### src/rtl/efp_pkg.sv
package efp_pkg;

    localparam int ARR_W  = 2;
    localparam int ROW_W  = 6;
    localparam int COL_W  = 5;
    localparam int ADDR_W = ARR_W + ROW_W + COL_W;
    localparam int IDX_W  = ADDR_W;

    typedef enum logic [2:0] {
        CAUSE_NONE       = 3'd0,
        CAUSE_BAD_ARRAY  = 3'd1,
        CAUSE_LOCKED     = 3'd2,
        CAUSE_DISABLED   = 3'd3,
        CAUSE_HELPER     = 3'd4,
        CAUSE_KEY        = 3'd5,
        CAUSE_ARRAY_FAIL = 3'd6
    } cause_e;

    typedef struct packed {
        logic [ARR_W-1:0] arr;
        logic [ROW_W-1:0] row;
        logic [COL_W-1:0] col;
    } req_addr_t;

    typedef struct packed {
        logic             arr_ok;
        logic             helper_area;
        logic             key_area;
        logic [IDX_W-1:0] idx;
    } decoded_t;

    // Physical array behind a select value; select 1 has none.
    function automatic logic [ARR_W-1:0] map_array(input logic [ARR_W-1:0] sel);
        return (sel == '0) ? '0 : ARR_W'(sel - ARR_W'(1));
    endfunction

endpackage

### src/rtl/efp_decode.sv
module efp_decode
    import efp_pkg::*;
#(
    parameter int KEY_ROW_FIRST = 24,
    parameter int KEY_ROW_LAST  = 31
) (
    input  req_addr_t addr_i,
    output decoded_t  dec_o
);

    logic [ARR_W-1:0] mapped;
    logic             in_rows;

    always_comb begin
        mapped  = map_array(addr_i.arr);
        in_rows = (int'(addr_i.row) >= KEY_ROW_FIRST) &&
                  (int'(addr_i.row) <= KEY_ROW_LAST);

        dec_o             = '0;
        dec_o.idx         = {mapped, addr_i.row, addr_i.col};
        unique case (addr_i.arr)
            2'd0: begin
                dec_o.arr_ok   = 1'b1;
                dec_o.key_area = in_rows;
            end
            2'd2, 2'd3: begin
                dec_o.arr_ok      = 1'b1;
                dec_o.helper_area = 1'b1;
            end
            default: dec_o.arr_ok = 1'b0;
        endcase
    end

endmodule

### src/rtl/efp_perm.sv
module efp_perm
    import efp_pkg::*;
#(
    parameter int LOCK_W = 16
) (
    input  decoded_t          dec_i,
    input  logic [LOCK_W-1:0] wr_lock_i,
    input  logic              prog_en_i,
    input  logic              helper_lock_i,
    input  logic              key_lock_i,
    output cause_e            cause_o
);

    // First failing condition wins; CAUSE_NONE means forward.
    always_comb begin
        if (!dec_i.arr_ok)
            cause_o = CAUSE_BAD_ARRAY;
        else if (wr_lock_i != '0)
            cause_o = CAUSE_LOCKED;
        else if (!prog_en_i)
            cause_o = CAUSE_DISABLED;
        else if (helper_lock_i && dec_i.helper_area)
            cause_o = CAUSE_HELPER;
        else if (key_lock_i && dec_i.key_area)
            cause_o = CAUSE_KEY;
        else
            cause_o = CAUSE_NONE;
    end

endmodule

### src/rtl/efp_flags.sv
module efp_flags (
    input  logic clk_i,
    input  logic rst_i,
    input  logic fin_i,
    input  logic fin_err_i,
    input  logic clr_done_i,
    input  logic clr_err_i,
    output logic done_o,
    output logic err_o
);

    always_ff @(posedge clk_i) begin
        if (rst_i) begin
            done_o <= 1'b0;
            err_o  <= 1'b0;
        end else begin
            if (fin_i)
                done_o <= 1'b1;
            else if (clr_done_i)
                done_o <= 1'b0;

            if (fin_i)
                err_o <= fin_err_i;
            else if (clr_err_i)
                err_o <= 1'b0;
        end
    end

endmodule

### src/rtl/efuse_pgm_gate.sv
module efuse_pgm_gate
    import efp_pkg::*;
#(
    parameter int LOCK_W        = 16,
    parameter int KEY_ROW_FIRST = 24,
    parameter int KEY_ROW_LAST  = 31
) (
    input  logic              clk_i,
    input  logic              rst_i,
    input  logic              req_valid_i,
    input  logic [12:0]       req_addr_i,
    input  logic [LOCK_W-1:0] wr_lock_i,
    input  logic              prog_en_i,
    input  logic              helper_lock_i,
    input  logic              key_lock_i,
    input  logic              array_fail_i,
    input  logic              clr_done_i,
    input  logic              clr_err_i,
    output logic              prog_strobe_o,
    output logic [12:0]       prog_idx_o,
    output logic              done_o,
    output logic              err_o,
    output logic [2:0]        cause_o
);

    decoded_t dec;
    cause_e   verdict;
    cause_e   cause_q;
    cause_e   fin_cause;
    logic     reject_now;
    logic     fin;
    logic     fin_err;
    logic     strobe_q;
    logic [IDX_W-1:0] idx_q;

    efp_decode #(
        .KEY_ROW_FIRST (KEY_ROW_FIRST),
        .KEY_ROW_LAST  (KEY_ROW_LAST)
    ) decode_i (
        .addr_i (req_addr_t'(req_addr_i)),
        .dec_o  (dec)
    );

    efp_perm #(
        .LOCK_W (LOCK_W)
    ) perm_i (
        .dec_i         (dec),
        .wr_lock_i     (wr_lock_i),
        .prog_en_i     (prog_en_i),
        .helper_lock_i (helper_lock_i),
        .key_lock_i    (key_lock_i),
        .cause_o       (verdict)
    );

    assign reject_now = req_valid_i && (verdict != CAUSE_NONE);

    // A rejection seen now outranks a strobe finishing on the same edge.
    always_comb begin
        fin       = reject_now || strobe_q;
        fin_err   = 1'b0;
        fin_cause = cause_q;
        if (reject_now) begin
            fin_err   = 1'b1;
            fin_cause = verdict;
        end else if (strobe_q) begin
            fin_err   = array_fail_i;
            fin_cause = array_fail_i ? CAUSE_ARRAY_FAIL : CAUSE_NONE;
        end
    end

    always_ff @(posedge clk_i) begin
        if (rst_i) begin
            strobe_q <= 1'b0;
            idx_q    <= '0;
            cause_q  <= CAUSE_NONE;
        end else begin
            strobe_q <= req_valid_i && (verdict == CAUSE_NONE);
            if (req_valid_i && (verdict == CAUSE_NONE))
                idx_q <= dec.idx;
            if (fin)
                cause_q <= fin_cause;
        end
    end

    efp_flags flags_i (
        .clk_i      (clk_i),
        .rst_i      (rst_i),
        .fin_i      (fin),
        .fin_err_i  (fin_err),
        .clr_done_i (clr_done_i),
        .clr_err_i  (clr_err_i),
        .done_o     (done_o),
        .err_o      (err_o)
    );

    assign prog_strobe_o = strobe_q;
    assign prog_idx_o    = strobe_q ? idx_q : '0;
    assign cause_o       = cause_q;

endmodule

### config.mk
export PLATFORM = sky130hd
export DESIGN_NAME = efuse_pgm_gate
export DESIGN_NICKNAME = d
export VERILOG_FILES = /design/src/rtl/efp_pkg.sv /design/src/rtl/efp_decode.sv /design/src/rtl/efp_perm.sv /design/src/rtl/efp_flags.sv /design/src/rtl/efuse_pgm_gate.sv
export SDC_FILE = /design/constraint.sdc
export NUM_CORES = 1
export LEC_CHECK = 0
export ABC_CLOCK_PERIOD_IN_PS = 2200
export CAP_MARGIN = 20
export CORE_MARGIN = 1
export CORE_UTILIZATION = 61
export DETAILED_ROUTE_END_ITERATION = 6
export DONT_BUFFER_PORTS = 1
export GPL_TIMING_DRIVEN = 0
export PLACE_DENSITY = 0.77
export SLEW_MARGIN = 10
export SYNTH_ARGS = -nofsm -noshare
export SYNTH_HDL_FRONTEND = slang
export SYNTH_SLANG_ARGS = --single-unit
### constraint.sdc
create_clock -name clk_i -period 2.2 [get_ports clk_i]
set_input_delay 0.22 -clock clk_i [delete_from_list [all_inputs] [get_ports clk_i]]
set_output_delay 0.22 -clock clk_i [all_outputs]
set_load 0.05 [all_outputs]
==> Word level (Yosys, flattened, before mapping) <==
Cells that the tools add are included.
{ "totals": {"regBits": 19, "in_bits": 38, "out_inout_bits": 19, "word_cells": 45} }
{ "op_classes": {"addsub": 1, "magnitude_cmp": 2, "eq_ne": 2, "muxes": 19, "n_reduce_logical": 16} }
{ "op_table": {"columns": ["operator", "n"], "rows": [
  ["3-bit 2-to-1 mux", 8],
  ["16-bit nonzero test", 1],
  ["13-bit 2-to-1 mux", 1],
  ["1-bit 2-to-1 mux", 9],
  ["6-bit by 5-bit greater-or-equal comparator with 1-bit output (second input constant)", 1],
  ["6-bit by 5-bit less-or-equal comparator with 1-bit output (second input constant)", 1],
  ["2-bit nonzero test", 3],
  ["1-bit logical AND", 5],
  ["2-bit == test (second input constant)", 2],
  ["3-bit zero test", 1],
  ["3-bit nonzero test", 1],
  ["3-bit OR reduction", 1],
  ["2-bit zero test", 1],
  ["2-bit 2-to-1 mux", 1],
  ["2-bit AND reduction", 1],
  ["2-bit OR reduction", 1],
  ["2-bit by 1-bit subtractor with 2-bit output (second input constant)", 1],
  ["1-bit logical OR", 1]
]} }

==> Logic depth before layout (Yosys ltp) <==
Gate-level depths: netlist of the first run.
{ "depth": {"ltp_word": 13, "ltp_mapped": 6, "depth_no_buf": 5} }

==> By module <==
A second synthesis of the first run with hierarchy kept.
{ "hier_totals": {"hier_cells": 132, "hier_area_um2": 1016.0} }
{ "by_module_without_submodules": {"columns": ["module", "instances", "cells_each", "area_per_inst_um2"], "rows": [
  ["efuse_pgm_gate", 1, 94, 734.5],
  ["efp_decode", 1, 17, 122.6],
  ["efp_perm", 1, 13, 86.3],
  ["efp_flags", 1, 8, 72.6]
]} }

==> Least setup slack after synthesis of the first run <==
OpenSTA, ideal clock, no wires.
{ "synth_timing": {"path_kind": "register to output", "startpoint": "register strobe_q (netlist: prog_strobe_o)", "endpoint": "output prog_idx_o[10]", "arrival_time_ps": 1416, "required_time_ps": 1980, "path_slack_ps": 564, "stages_incl_launch_ff": 3, "path_buffers": 1, "path_cell_list": "dfxtp_1 clkbuf_1 and2_1"} }
{ "synth_via": {"elab_chain_len": 1} }
{ "synth_rtl": {"columns": ["item", "line", "text"], "rows": [
  ["from (decl)", "efuse_pgm_gate.sv:33", "logic strobe_q;"],
  ["from (signal assigned)", "efuse_pgm_gate.sv:77", "strobe_q <= req_valid_i && (verdict == CAUSE_NONE);"],
  ["13-bit 2-to-1 mux", "efuse_pgm_gate.sv:97", "assign prog_idx_o = strobe_q ? idx_q : '0;"],
  ["to (decl)", "efuse_pgm_gate.sv:20", "output logic [12:0] prog_idx_o,"]
]} }
No other way between the ends.

==> Worst setup path in the final report of the first run <==
{ "layout_timing": {"startpoint": "register strobe_q (netlist: prog_strobe_o)", "endpoint": "output prog_idx_o[2]"} }
The elaborated chain is that of the path after synthesis.

==> impl_metrics.py, run 1 <==
metrics = {
    "status": {
        "status": "complete, no violations",
    },
    "place": {
        "place_hpwl_um": 1640,
        "io_buffers": 0,
        "placedInstanceArea_mm2": 0.00105,
        "globalplace.congestion": 0.814,
    },
    "critical_path": {
        "r2r_cells": 5,
        "path_max_fanout": 10,
        "worstReg2RegEnd": "cause_o[2]",
        "critPathRequiredTime_ns": 1.98,
        "cp-start-kind": "flop",
        "crit_type": "reg2out",
        "arrival_ns": 1.69,
        "end_kind": "primary output",
        "r2r_setup_slack_ns": 0.80,
        "r2r_start": "prog_strobe_o",
        "startpoint": "prog_strobe_o",
    },
    "sta": {
        "finClkSkew_ns": 0.000177,
        "maxSlewHeadroom_pct": 61.4,
        "setup_violations": 0,
        "fin_setup_tns_ns": 0,
        "grt_setup_unrepaired": "false",
        "fin_crit_sh_pct": 86.7,
        "hold_viol": 0,
        "drv_slew": 0,
        "period_needed_ns": 1.91,
        "max_freq_mhz": 524,
        "worst_slew_pin_slew_ns": 0.578,
    },
    "die": {
        "row_count": 14,
        "core_mm2": 0.00154,
        "die_h_um": 43.0,
        "floorplan.initialDensity_pct": 66.6,
        "dieArea_mm2": 0.00185,
        "die_w_um": 43.0,
        "ioPinCount": 57,
    },
    "grt": {
        "grt.busiest_layer": "met2",
        "use_met3_pct": 5.96,
        "gr-usage-met1_pct": 26.3,
        "globalRouteTotalUtil_pct": 23.7,
        "antenna_found_initial": 0,
        "first_global_vias": 814,
        "grtUsageMet2_pct": 43.0,
        "grt_pass1_wl_um": 3350,
        "grt.overflow.total": 0,
        "grt_max_degree": 11,
    },
    "final_layout": {
        "drive_gt1_share_pct": 25.6,
        "n_antenna_cell": 0,
        "seq_area_um2": 382,
        "final_nets": 164,
        "syn2layout_area_growth_pct": 4.63,
        "stdcell_area_mm2": 0.00107,
        "fill_cells": 131,
        "multi_input_area_um2": 607,
    },
    "route": {
        "drc": 0,
        "wl_per_cell_um": 15.1,
        "vias": 891,
        "finalWirelength_um": 2130,
        "via_per_inst": 6.32,
        "ant_nets": 0,
        "drt-initial-drc-count": 15,
        "firstDrtPassIters": 4,
    },
    "logic_synthesis": {
        "synth-seq-cells": 19,
        "syn_nets": 159,
        "synth_commonest_cells": "nand2_1 (23), dfxtp_1 (19), and2_1 (13)",
        "synthCells": 121,
        "synth_top_flop_cell": "dfxtp_1",
        "synth.distinct_cells": 29,
        "ys_warn_count": 0,
        "ys_seq_area_share_pct": 37.0,
        "synthTopCellsByArea": "dfxtp_1 (37%), a21oi_2 (8.5%), nand2_1 (8.4%)",
        "synth-edff-count": 0,
        "avgSynthCellArea_um2": 8.49,
        "netlist_area_mm2": 0.00103,
        "yosys.area.top_type": "dfxtp_1",
        "synth_top_area_share_pct": 37.0,
        "async_reset_ff_share_pct": 0,
        "synth.most_common_cell": "nand2_1",
    },
    "clock_network": {
        "post_cts_resized": 0,
        "cts_tree": "built",
        "clkTransAtPathRegs_ns": 0.10,
        "cts_root_buffer": "clkbuf_4",
        "htreeDepth": 1,
        "cts.sinks": 19,
        "cts_made_buffers": 3,
        "clockBufferDepth": 2,
        "cts_setup_buffers": 0,
        "hold_buffers": 0,
        "clk_latency_ns": 0.30,
    },
    "run": {
        "cap_violations": 0,
    },
    "power": {
        "peakVddDrop_mv": 0.363,
        "leakage_nw": 0.334,
        "p_per_area_mw_per_mm2": 538,
        "fin_total_pwr_uw": 578,
    },
    "min_path": {
        "hold_path.class": "in2reg",
        "hold_start": "req_addr_i[8]",
        "min_to": "idx_q[8]",
        "whs_path_depth": 2,
    },
}
[final cells by class]
type                            instances  area share (%)
Tap cell                               16            1.86
Clock buffer                            4            2.44
Sequential cell                        19            35.5
Buffer                                  6            3.73
Multi-Input combinational cell         96            56.5
[where the power goes]
group	internal, mW	switching, mW	total (mW)
registers	0.348	0.0176	0.366
logic	0.0143	0.0204	0.0347
clock network	0.0707	0.107	0.178
[per-stage QoR]
step / std cells / hold WS, ns / util (%) / worst slack [ns]
finish: 141 / 0.0371 / 69.7 / 0.293
global route: 141 / 0.0384 / 69.7 / 0.223
CTS: 141 / 0.0370 / 69.6 / 0.0605
detailed placement: 137 / 0.358 / 67.9 / 0.396
global placement: 137 / 0.355 / 67.9 / 0.374
floorplan: 121 / 0.354 / - / 0.564
[layer usage]
metal	part of all wire, %	wire length, um	vias to the layer above
li1	-	-	428
met1	41	875	407
met2	48	1020	51
met3	9.4	200	5
met4	1.5	31	0
met5	0	0	-
[how the worst max path moves through the flow]
stage                           to  slack, ns  cells past startpoint
finish               prog_idx_o[2]       0.29                      2
global route        prog_idx_o[11]       0.22                      2
CTS                  prog_idx_o[2]       0.06                      2
detailed placement  prog_idx_o[11]       0.40                      2
global placement    prog_idx_o[11]       0.37                      2
floorplan           prog_idx_o[10]       0.56                      2
[cell families after synthesis]
logic type,Yosys count,synth area share [%]
compound gates,26,19.4
buf+inv,6,3.90
flops,19,37.0
mux,1,0.974
simple gates,69,38.7
[registers in the layout, indices dropped and copies added (netlist names)]
register and cells:
cause_o 3, flags_i.done_o 1, flags_i.err_o 1, idx_q 13, prog_strobe_o 1
[critical path, cell delays in order (launching register included)]
cell,delay (ns)
dfxtp_2,0.57
clkbuf_1,0.32
and2_1,0.50
[placed cells by master (no fill, tap or decap), types with 2 or more instances in the layout]
cell	synthesis	routed
nand2_1	23	23
dfxtp_1	19	18
and2_1	13	13
nand2_2	10	10
a21oi_2	10	10
nor2_1	5	5
a21oi_1	5	5
clkbuf_1	3	4
nor4_2	4	4
nand2b_1	4	4
clkbuf_4	0	3
o21a_1	2	2
nand4_1	2	2
nand3b_1	2	2
nand3_1	2	2
a31oi_1	2	2
o21ai_0	2	2
(Power assumes the default switching activity.)
==> run 2, diff against run 1 <==
--- a/config.mk
+++ b/config.mk
@@ -6,13 +6,11 @@
 export NUM_CORES = 1
 export LEC_CHECK = 0
 export ABC_CLOCK_PERIOD_IN_PS = 2200
-export CAP_MARGIN = 20
 export CORE_MARGIN = 1
-export CORE_UTILIZATION = 61
+export CORE_UTILIZATION = 25
 export DETAILED_ROUTE_END_ITERATION = 6
 export DONT_BUFFER_PORTS = 1
 export GPL_TIMING_DRIVEN = 0
-export PLACE_DENSITY = 0.77
 export SLEW_MARGIN = 10
 export SYNTH_ARGS = -nofsm -noshare
 export SYNTH_HDL_FRONTEND = slang
==> run 2 against run 1 <==
Net effect: critical endpoint is now prog_idx_o[9]; register-to-register slack worse by 0.02 ns; count of clock-buffer cells in the layout unchanged; sequential cell count unchanged; die area up 140%; non-clock buffer count unchanged; sequential share of layout area down 1.8 points.
==> impl_metrics.py, run 2 (same netlist as run 1, synthesis figures left out) <==
metrics = {
    "final_layout": {
        "final_cells": 173,
        "final_common_cell": "nand2_1",
        "largest_register_ffs": 13,
        "seq_area_um2": 382,
        "fill_cells": 406,
        "syn2layout_area_growth_pct": 10.4,
        "n_antenna_cell": 0,
        "final_cell_mix": "nand2_1 (23), dfxtp_1 (18), and2_1 (13)",
        "final_nets": 164,
        "largest-register": "idx_q",
        "multi_input_area_um2": 607,
        "drive_gt1_share_pct": 25.6,
    },
    "grt": {
        "grt_pass1_wl_um": 4050,
        "globalRouteTotalUtil_pct": 12.5,
        "grt.overflow.total": 0,
        "grt_max_degree": 11,
        "first_global_vias": 864,
        "antenna_found_initial": 0,
    },
    "min_path": {
        "hold_start": "req_addr_i[7]",
        "whs_path_depth": 2,
        "hold_path.class": "in2reg",
    },
    "place": {
        "io_buffers": 0,
        "placed_cells": 169,
        "place_hpwl_um": 2010,
        "globalplace.congestion": 0.852,
    },
    "route": {
        "topRoutingLayerUsed": "met4",
        "drt-initial-drc-count": 29,
        "wl_met3_um": 218,
        "wl_per_cell_um": 14.8,
        "finalWirelength_um": 2560,
        "firstDrtPassIters": 4,
        "vias": 898,
        "via_per_inst": 5.19,
        "dr_wl_met2_um": 1290,
        "drc": 0,
        "ant_nets": 0,
        "wl_met1_um": 1020,
    },
    "sta": {
        "maxSlewHeadroom_pct": 59.2,
        "worst_slew_pin_slew_ns": 0.612,
        "period_needed_ns": 1.95,
        "setup_violations": 0,
        "fin_crit_sh_pct": 88.5,
        "max_freq_mhz": 513,
        "finClkSkew_ns": 0.00269,
        "drv_slew": 0,
        "fin_setup_tns_ns": 0,
        "grt_setup_unrepaired": "false",
        "hold_viol": 0,
    },
    "power": {
        "leakage_nw": 0.341,
        "seq_power_share_pct": 56.6,
        "p_int_uw": 491,
        "peakVddDrop_mv": 0.265,
        "p_comb_share_pct": 5.5,
        "switching_share_pct": 24.0,
        "p_per_area_mw_per_mm2": 570,
        "pwr-share-clk_pct": 37.9,
        "power_switching_uw": 155,
    },
    "clock_network": {
        "cts.sinks": 19,
        "clockBufferDepth": 2,
        "clkTransAtPathRegs_ns": 0.07,
        "clk_latency_ns": 0.25,
        "hold_buffers": 0,
        "cts_made_buffers": 3,
        "cts_tree": "built",
        "cts_root_buffer": "clkbuf_8",
        "htreeDepth": 1,
    },
    "critical_path": {
        "cp-start-kind": "flop",
        "r2r_start": "prog_strobe_o",
        "startpoint": "prog_strobe_o",
        "crit_type": "reg2out",
        "critPathRequiredTime_ns": 1.98,
        "r2r_cells": 5,
        "arrival_ns": 1.73,
        "path_max_fanout": 10,
        "end_kind": "primary output",
    },
    "die": {
        "die_w_um": 66.1,
        "die_h_um": 66.1,
        "floorplan.initialDensity_pct": 27.0,
        "dieArea_mm2": 0.00437,
        "ioPinCount": 57,
        "row_count": 22,
        "core_mm2": 0.00380,
    },
    "status": {
        "status": "complete, no violations",
    },
    "run": {
        "cap_violations": 0,
    },
}
-- run 2: cell types whose count changed in the layout (fill, tap and decap cells not counted) --
cell,before,now
clkbuf_8,0,3
clkbuf_4,3,0
-- run 2: worst paths after layout --
path	end	slack, ns
setup / recovery	prog_idx_o[9]	0.25
hold / removal	idx_q[7]	0.08
setup reg to reg	cause_o[2]	0.78
hold reg to reg	idx_q[11]	0.45
-- run 2: metrics by stage --
| stage | setup WS (ns) | utilization [%] | cell area (um^2) | total power [mW] | hold WS [ns] |
|---|---|---|---|---|---|
| 3_3_place_gp | 0.296 | 28.6 | 1090 | 0.408 | 0.356 |
| 5_1_grt | 0.170 | 29.8 | 1130 | 0.680 | 0.0758 |
| 2_1_floorplan | 0.564 | - | 1030 | 0.402 | 0.354 |
| 3_5_place_dp | 0.261 | 28.6 | 1090 | 0.410 | 0.358 |
| 6_report | 0.252 | 29.8 | 1130 | 0.646 | 0.0840 |
| 4_1_cts | 0.212 | 29.8 | 1130 | 0.660 | 0.0775 |
-- run 2: timing repair --
action,in CTS,in global routing
buffers inserted,0,0
resized for setup,1,0
endpoints found under the setup margin,10,0
-- run 2: metal layers --
layer	up-vias	global-route usage (%)
li1	427	-
met1	414	13.7
met2	53	21.9
met3	4	4.14
met4	0	5.05
met5	-	0
-- run 2: worst max-delay path, cell delays in order, from the launching register on --
cell      delay [ns]
dfxtp_2         0.59
clkbuf_1        0.36
and2_1          0.51
-- run 2: area by class of cell --
type                    instances  share of cell area, %
plain buffers                   6                   3.53
clock buffers                   4                   3.97
flip-flops and latches         19                   33.7
multi-input cells              96                   53.5
well taps                      48                   5.30
-- run 2: power by group through the flow --
stage          clock network (mW)  registers (mW)  logic, mW
3_3_place_gp                    0           0.374     0.0340
4_1_cts                     0.258           0.366     0.0360
6_report                    0.245           0.366     0.0356
2_1_floorplan                   0           0.373     0.0291
3_5_place_dp                    0           0.374     0.0358
5_1_grt                     0.274           0.366     0.0394
